File: src/rtl/adc_ctrl_pkg.sv
package adc_ctrl_pkg;
  localparam int ADDR_W = 2;

  typedef enum logic [ADDR_W-1:0] {
    OFF_CTRL   = 2'd0,
    OFF_RES_HI = 2'd1,
    OFF_RES_LO = 2'd2,
    OFF_CFG    = 2'd3
  } reg_off_e;
endpackage

File: src/rtl/adc_cfg_regs.sv
module adc_cfg_regs
  import adc_ctrl_pkg::*;
#(
  parameter int DATA_W = 8,
  parameter int RES_W  = 10,
  parameter int CH_W   = 3,
  parameter int PRIO_W = 2
) (
  input  logic              clk,
  input  logic              rst_n,
  input  logic              wr_en,
  input  logic [ADDR_W-1:0] wr_addr,
  input  logic [DATA_W-1:0] wr_data,
  input  logic [ADDR_W-1:0] rd_addr,
  input  logic [RES_W-1:0]  result,
  output logic [DATA_W-1:0] rd_data,
  output logic [CH_W-1:0]   chan,
  output logic              ref_on,
  output logic              ref_ext,
  output logic              clk_bit,
  output logic [PRIO_W-1:0] prio,
  output logic              start_req
);
  localparam int LO_W      = RES_W - DATA_W;
  localparam int REFON_BIT = CH_W;
  localparam int REFEX_BIT = CH_W + 1;
  localparam int START_BIT = DATA_W - 1;

  logic unused_wr_bits;
  assign unused_wr_bits = ^wr_data;

  assign start_req = wr_en && (reg_off_e'(wr_addr) == OFF_CTRL) && wr_data[START_BIT];

  always_ff @(posedge clk or negedge rst_n) begin
    if (!rst_n) begin
      chan    <= '0;
      ref_on  <= 1'b0;
      ref_ext <= 1'b0;
      clk_bit <= 1'b0;
      prio    <= '0;
    end else if (wr_en) begin
      case (reg_off_e'(wr_addr))
        OFF_CTRL: begin
          chan    <= wr_data[CH_W-1:0];
          ref_on  <= wr_data[REFON_BIT];
          ref_ext <= wr_data[REFEX_BIT];
        end
        OFF_CFG: begin
          clk_bit <= wr_data[0];
          prio    <= wr_data[PRIO_W:1];
        end
        default: ;
      endcase
    end
  end

  always_comb begin
    rd_data = '0;
    case (reg_off_e'(rd_addr))
      OFF_CTRL:   rd_data = DATA_W'({ref_ext, ref_on, chan});
      OFF_RES_HI: rd_data = result[RES_W-1 -: DATA_W];
      OFF_RES_LO: rd_data = DATA_W'(result[LO_W-1:0]);
      OFF_CFG:    rd_data = DATA_W'({prio, clk_bit});
      default:    rd_data = '0;
    endcase
  end
endmodule

File: src/rtl/adc_conv_seq.sv
module adc_conv_seq #(
  parameter int RES_W = 10
) (
  input  logic             clk,
  input  logic             rst_n,
  input  logic             start_req,
  input  logic             clk_gate_on,
  input  logic             done_valid,
  input  logic [RES_W-1:0] done_data,
  output logic             done_ready,
  output logic             conv_start,
  output logic             busy,
  output logic             accept,
  output logic [RES_W-1:0] result
);
  logic launch;

  assign done_ready = busy;
  assign accept     = done_valid && busy;
  assign launch     = start_req && clk_gate_on && !busy;

  always_ff @(posedge clk or negedge rst_n) begin
    if (!rst_n) begin
      busy       <= 1'b0;
      conv_start <= 1'b0;
      result     <= '0;
    end else begin
      conv_start <= launch;
      if (accept) begin
        busy   <= 1'b0;
        result <= done_data;
      end else if (launch) begin
        busy <= 1'b1;
      end
    end
  end

  a_r3_start_single: assert property (@(posedge clk) disable iff (!rst_n)
    conv_start |=> !conv_start);
  a_r5_no_start_busy: assert property (@(posedge clk) disable iff (!rst_n)
    (busy && !accept) |=> !conv_start);
  a_r5_no_start_gated: assert property (@(posedge clk) disable iff (!rst_n)
    !clk_gate_on |=> !conv_start);
  a_r6_result_hold: assert property (@(posedge clk) disable iff (!rst_n)
    !accept |=> $stable(result));
endmodule

File: src/rtl/adc_ref_sel.sv
module adc_ref_sel (
  input  logic ref_on,
  input  logic ref_ext,
  input  logic tp_req,
  input  logic port_oe,
  input  logic port_data,
  output logic pin_oe,
  output logic pin_level
);
  logic active;

  assign active    = ref_ext ? tp_req : ref_on;
  assign pin_oe    = port_oe;
  assign pin_level = port_oe & port_data & ~active;
endmodule

File: src/rtl/adc_irq_gen.sv
module adc_irq_gen #(
  parameter int PRIO_W = 2
) (
  input  logic              clk,
  input  logic              rst_n,
  input  logic              accept,
  input  logic              rd_clear,
  input  logic [PRIO_W-1:0] prio,
  output logic              irq_req,
  output logic [PRIO_W-1:0] irq_level
);
  logic pending;

  always_ff @(posedge clk or negedge rst_n) begin
    if (!rst_n) begin
      pending <= 1'b0;
    end else if (accept && (prio != '0)) begin
      pending <= 1'b1;
    end else if (rd_clear) begin
      pending <= 1'b0;
    end
  end

  assign irq_req   = pending && (prio != '0);
  assign irq_level = irq_req ? prio : '0;

  a_r9_done_raises: assert property (@(posedge clk) disable iff (!rst_n)
    (accept && (prio != '0)) |=> pending);
  a_r10_read_clears: assert property (@(posedge clk) disable iff (!rst_n)
    (rd_clear && !accept) |=> !irq_req);
  a_r9_masked_level: assert property (@(posedge clk) disable iff (!rst_n)
    !irq_req |-> (irq_level == '0));
endmodule

File: src/rtl/adc_ctrl_regs.sv
module adc_ctrl_regs
  import adc_ctrl_pkg::*;
#(
  parameter int DATA_W = 8,
  parameter int RES_W  = 10,
  parameter int CH_W   = 3,
  parameter int PRIO_W = 2
) (
  input  logic              clk,
  input  logic              rst_n,
  input  logic              wr_en,
  input  logic [ADDR_W-1:0] wr_addr,
  input  logic [DATA_W-1:0] wr_data,
  input  logic              rd_en,
  input  logic [ADDR_W-1:0] rd_addr,
  output logic [DATA_W-1:0] rd_data,
  input  logic              fast_osc_sel,
  output logic              adc_clk_en,
  output logic              conv_start,
  output logic [CH_W-1:0]   conv_chan,
  input  logic              conv_done_valid,
  output logic              conv_done_ready,
  input  logic [RES_W-1:0]  conv_done_data,
  output logic              conv_busy,
  input  logic              ref_port_oe,
  input  logic              ref_port_data,
  input  logic              tp_ref_req,
  output logic              ref_pin_oe,
  output logic              ref_pin_level,
  output logic              irq_req,
  output logic [PRIO_W-1:0] irq_level
);
  logic [CH_W-1:0]   chan;
  logic [PRIO_W-1:0] prio;
  logic [RES_W-1:0]  result;
  logic ref_on, ref_ext, clk_bit, start_req, accept, rd_clear;

  assign adc_clk_en = clk_bit & fast_osc_sel;
  assign conv_chan  = chan;
  assign rd_clear   = rd_en && ((reg_off_e'(rd_addr) == OFF_RES_HI) ||
                                (reg_off_e'(rd_addr) == OFF_RES_LO));

  adc_cfg_regs #(.DATA_W(DATA_W), .RES_W(RES_W), .CH_W(CH_W), .PRIO_W(PRIO_W)) u_regs (
    .clk(clk), .rst_n(rst_n), .wr_en(wr_en), .wr_addr(wr_addr), .wr_data(wr_data),
    .rd_addr(rd_addr), .result(result), .rd_data(rd_data), .chan(chan),
    .ref_on(ref_on), .ref_ext(ref_ext), .clk_bit(clk_bit), .prio(prio),
    .start_req(start_req)
  );

  adc_conv_seq #(.RES_W(RES_W)) u_seq (
    .clk(clk), .rst_n(rst_n), .start_req(start_req), .clk_gate_on(adc_clk_en),
    .done_valid(conv_done_valid), .done_data(conv_done_data),
    .done_ready(conv_done_ready), .conv_start(conv_start), .busy(conv_busy),
    .accept(accept), .result(result)
  );

  adc_ref_sel u_ref (
    .ref_on(ref_on), .ref_ext(ref_ext), .tp_req(tp_ref_req),
    .port_oe(ref_port_oe), .port_data(ref_port_data),
    .pin_oe(ref_pin_oe), .pin_level(ref_pin_level)
  );

  adc_irq_gen #(.PRIO_W(PRIO_W)) u_irq (
    .clk(clk), .rst_n(rst_n), .accept(accept), .rd_clear(rd_clear),
    .prio(prio), .irq_req(irq_req), .irq_level(irq_level)
  );
endmodule

File: config.mk
export PLATFORM = sky130hd
export DESIGN_NAME = adc_ctrl_regs
export DESIGN_NICKNAME = d
export VERILOG_FILES = /design/src/rtl/adc_ctrl_pkg.sv /design/src/rtl/adc_cfg_regs.sv /design/src/rtl/adc_conv_seq.sv /design/src/rtl/adc_ref_sel.sv /design/src/rtl/adc_irq_gen.sv /design/src/rtl/adc_ctrl_regs.sv
export SDC_FILE = /design/constraint.sdc
export NUM_CORES = 1
export LEC_CHECK = 0
export BUFFER_PORTS_ARGS = -buffer_cell sky130_fd_sc_hd__buf_4
export CORE_MARGIN = 2
export CORE_UTILIZATION = 48
export DETAILED_ROUTE_END_ITERATION = 12
export GPL_TIMING_DRIVEN = 0
export PLACE_DENSITY = 0.91
export REMOVE_ABC_BUFFERS = 1
export SLEW_MARGIN = 20
export SYNTH_ARGS = -nofsm -noshare
export SYNTH_HDL_FRONTEND = slang
export SYNTH_SLANG_ARGS = --single-unit
export TNS_END_PERCENT = 30
File: constraint.sdc
create_clock -name clk -period 1.69 [get_ports clk]
set_input_delay 0.169 -clock clk [delete_from_list [all_inputs] [get_ports clk]]
set_output_delay 0.169 -clock clk [all_outputs]
set_load 0.005 [all_outputs]
==> results.yml <==
critical_path:
  worst_path_largest_cell_delay_ps: 430
  crit_chain: "a222oi_1 -> mux2i_1 -> buf_4"
  slowest_stage: "dfrtp_1"
  path_max_fanout: 4
  rr_startpoint: "u_seq.busy"
  crit_buf_inv: 1
  critPathLaunchType: "flip-flop"
  cp-startpoint: "u_regs.prio[0]"
  cp.required_ps: 1520
  end_kind: "output pin"
  crit_type: "flip-flop to output pin"
  cp_top_family: "flip-flops"
  cp.arrival_ps: 1380
floorplan:
  core_area_um2: 2000
  rows: 16
  die_x_um: 50.3
  dieArea_um2: 2530
  die_h_um: 50.3
  initial_core_util: 0.515
  num_io_pins: 51
final_layout:
  finalNetCount: 168
  fillers: 149
  final_layout_size_suffix_gt1_frac: 0.538
  area_delta_synth_final_pct: 39.6
  final_core_util: 0.719
  instances_no_fill: 159
  antennaDiodeCount: 0
  final_area_um2: 1440
clocking:
  cts.sinks: 21
  cts.clk_slew.worst_paths_ps: 110
  tritoncts: "built"
  clock_latency_ps: 300
  post_cts_resized: 0
  cts_buffer_depth: 2
  cts_setup_buffers: 0
  cts_buffers: 3
  h-tree-depth: 1
  cts-root-buf: "clkbuf_4"
logic_synthesis:
  yosysSeqAreaShare: 0.510
  async_reset_ff_frac: 1.00
  yosys_register_bits: 21
  synthTopCellsByCount: "dfrtp_1 (21), mux2_2 (18), nand2_1 (7), and2_1 (6), inv_1 (5)"
  ys_types: 21
  synth_warnings: 0
  netlist_instances: 83
  netlist.area_leader.share: 0.510
  synth_edf_count: 0
  synthTopCellsByArea: "dfrtp_1 (51%), mux2_2 (20%), ha_1 (4.9%)"
  syn_area_um2: 1030
  synthFlopType: "dfrtp_1"
  yosysMostFrequentCell: "dfrtp_1"
  synth.avg_cell_area_um2: 12.4
  yosys.area.top_type: "dfrtp_1"
grt:
  overflow: 0
  grt_max_degree: 22
  grt_pass1_vias: 850
  antenna_found_initial: 0
  grt_first_pass_wirelength_um: 3860
  track_usage: 0.207
timing:
  fin_skew_ps: 7.08
  worst_pin_slew_ps: 451
  rsz0062_at_grt: "false"
  max_freq_mhz: 647
  setup_ws_ps: 146
  final-setup-viol-count: 0
  finalCriticalPeriod_ps: 1540
  finalHoldViolations: 0
  fin_crit_sh: 0.914
  maxSlewViolCount: 0
  relSlewSlack: 0.698
  fin_setup_tns_ps: 0
placed_design:
  place_area_um2: 1400
  gp_congestion: 0.738
  port_buffers: 48
  placed_cells: 154
  dp_slack_ps: 349
route:
  drt_iter0_drc: 20
  first_pass_iters: 5
  post_drt_via_cell_ratio: 5.08
  drc_errors: 0
  wire_per_inst_um: 15.0
  antenna_left: 0
  via_count: 808
  totalWireLength_um: 2380
power:
  peakVddDrop_uv: 522
  powerDensity_nw_per_um2: 854
  p_leak_nw: 0.748
run_status:
  status: "finished clean"
worst_hold_path:
  hold_class: "primary input to flip-flop"
  worstHoldStart: "conv_done_data[8]"
flow_run:
  maxCapViolations: 0
registers in the layout, summed over array words and instances (netlist names):
signal            cells
u_irq.pending         1
u_seq.conv_start      1
u_regs.prio           2
u_regs.clk_bit        1
u_seq.result         10
u_regs.ref_ext        1
u_seq.busy            1
u_regs.chan           3
u_regs.ref_on         1
where the power goes:
group | internal, mW | total [mW] | switching [mW] | leakage (nW)
combinational | 0.209 | 0.322 | 0.113 | 0.464
clock | 0.0881 | 0.232 | 0.144 | 0.0177
sequential | 0.605 | 0.675 | 0.0694 | 0.267
cells by family after synthesis:
| family | count (synthesis) | share of synthesized area |
|---|---|---|
| AOI/OAI and AO/OA | 8 | 0.0595 |
| adders and majority gates | 4 | 0.0485 |
| buffers and inverters | 9 | 0.0413 |
| DFF | 21 | 0.510 |
| and+or+nand+nor | 20 | 0.115 |
| muxes | 21 | 0.226 |
final cells by class:
cell class              instances  area (µm²)  share of cell area
flip-flops and latches         21         526               0.365
multi-input cells              53         463               0.322
repair buffers                 49         370               0.257
well taps                      27        33.8              0.0235
clock buffers                   3        22.5              0.0157
inverters                       5        18.8              0.0130
clock inverters                 1        5.00             0.00348
per-stage QoR:
stage | total power, mW | hold WS (ps)
5_1_grt | 1.31 | 75.1
6_report | 1.23 | 88.2
4_1_cts | 1.24 | 81.8
3_3_place_gp | 0.981 | 61.3
2_1_floorplan | 0.821 | -127
3_5_place_dp | 1.00 | 60.4
cells in the final DEF (no fill, tap or decap), drive strengths merged:
master and n:
a222oi 2, a22oi 1, a41o 1, and2 6
and3 1, and4 1, buf 48, clkbuf 3
clkinv 1, dfrtp 21, dlygate4sd3 1, ha 4
inv 5, mux2 18, mux2i 3, nand2 7
nand3 1, nor2 1, nor2b 2, nor3b 1
o21ai 3, o2bb2ai 1
final timing paths:
kind	end	slack, ps	cells after the start
max	rd_data[1]	150	3
min	u_seq.result[8]	90	2
max reg2reg	u_seq.result[4]	400	2
min reg2reg	u_seq.result[7]	510	1
max in group asynchronous	u_seq.result[1]	1200	2
min in group asynchronous	u_seq.conv_start	280	2
what timing repair did:
action	in CTS	in global routing
endpoints found under the hold margin	21	0
hold buffers	1	0
endpoints found under the setup margin	0	0
metal layers:
layer,share of wire,vias up,GRT usage
met5,0,-,0
met4,0.029,0,0.113
met3,0.050,8,0.0298
met2,0.55,32,0.393
met1,0.37,378,0.216
li1,-,390,-
Note: power is estimated with default switching activity, not from simulation.
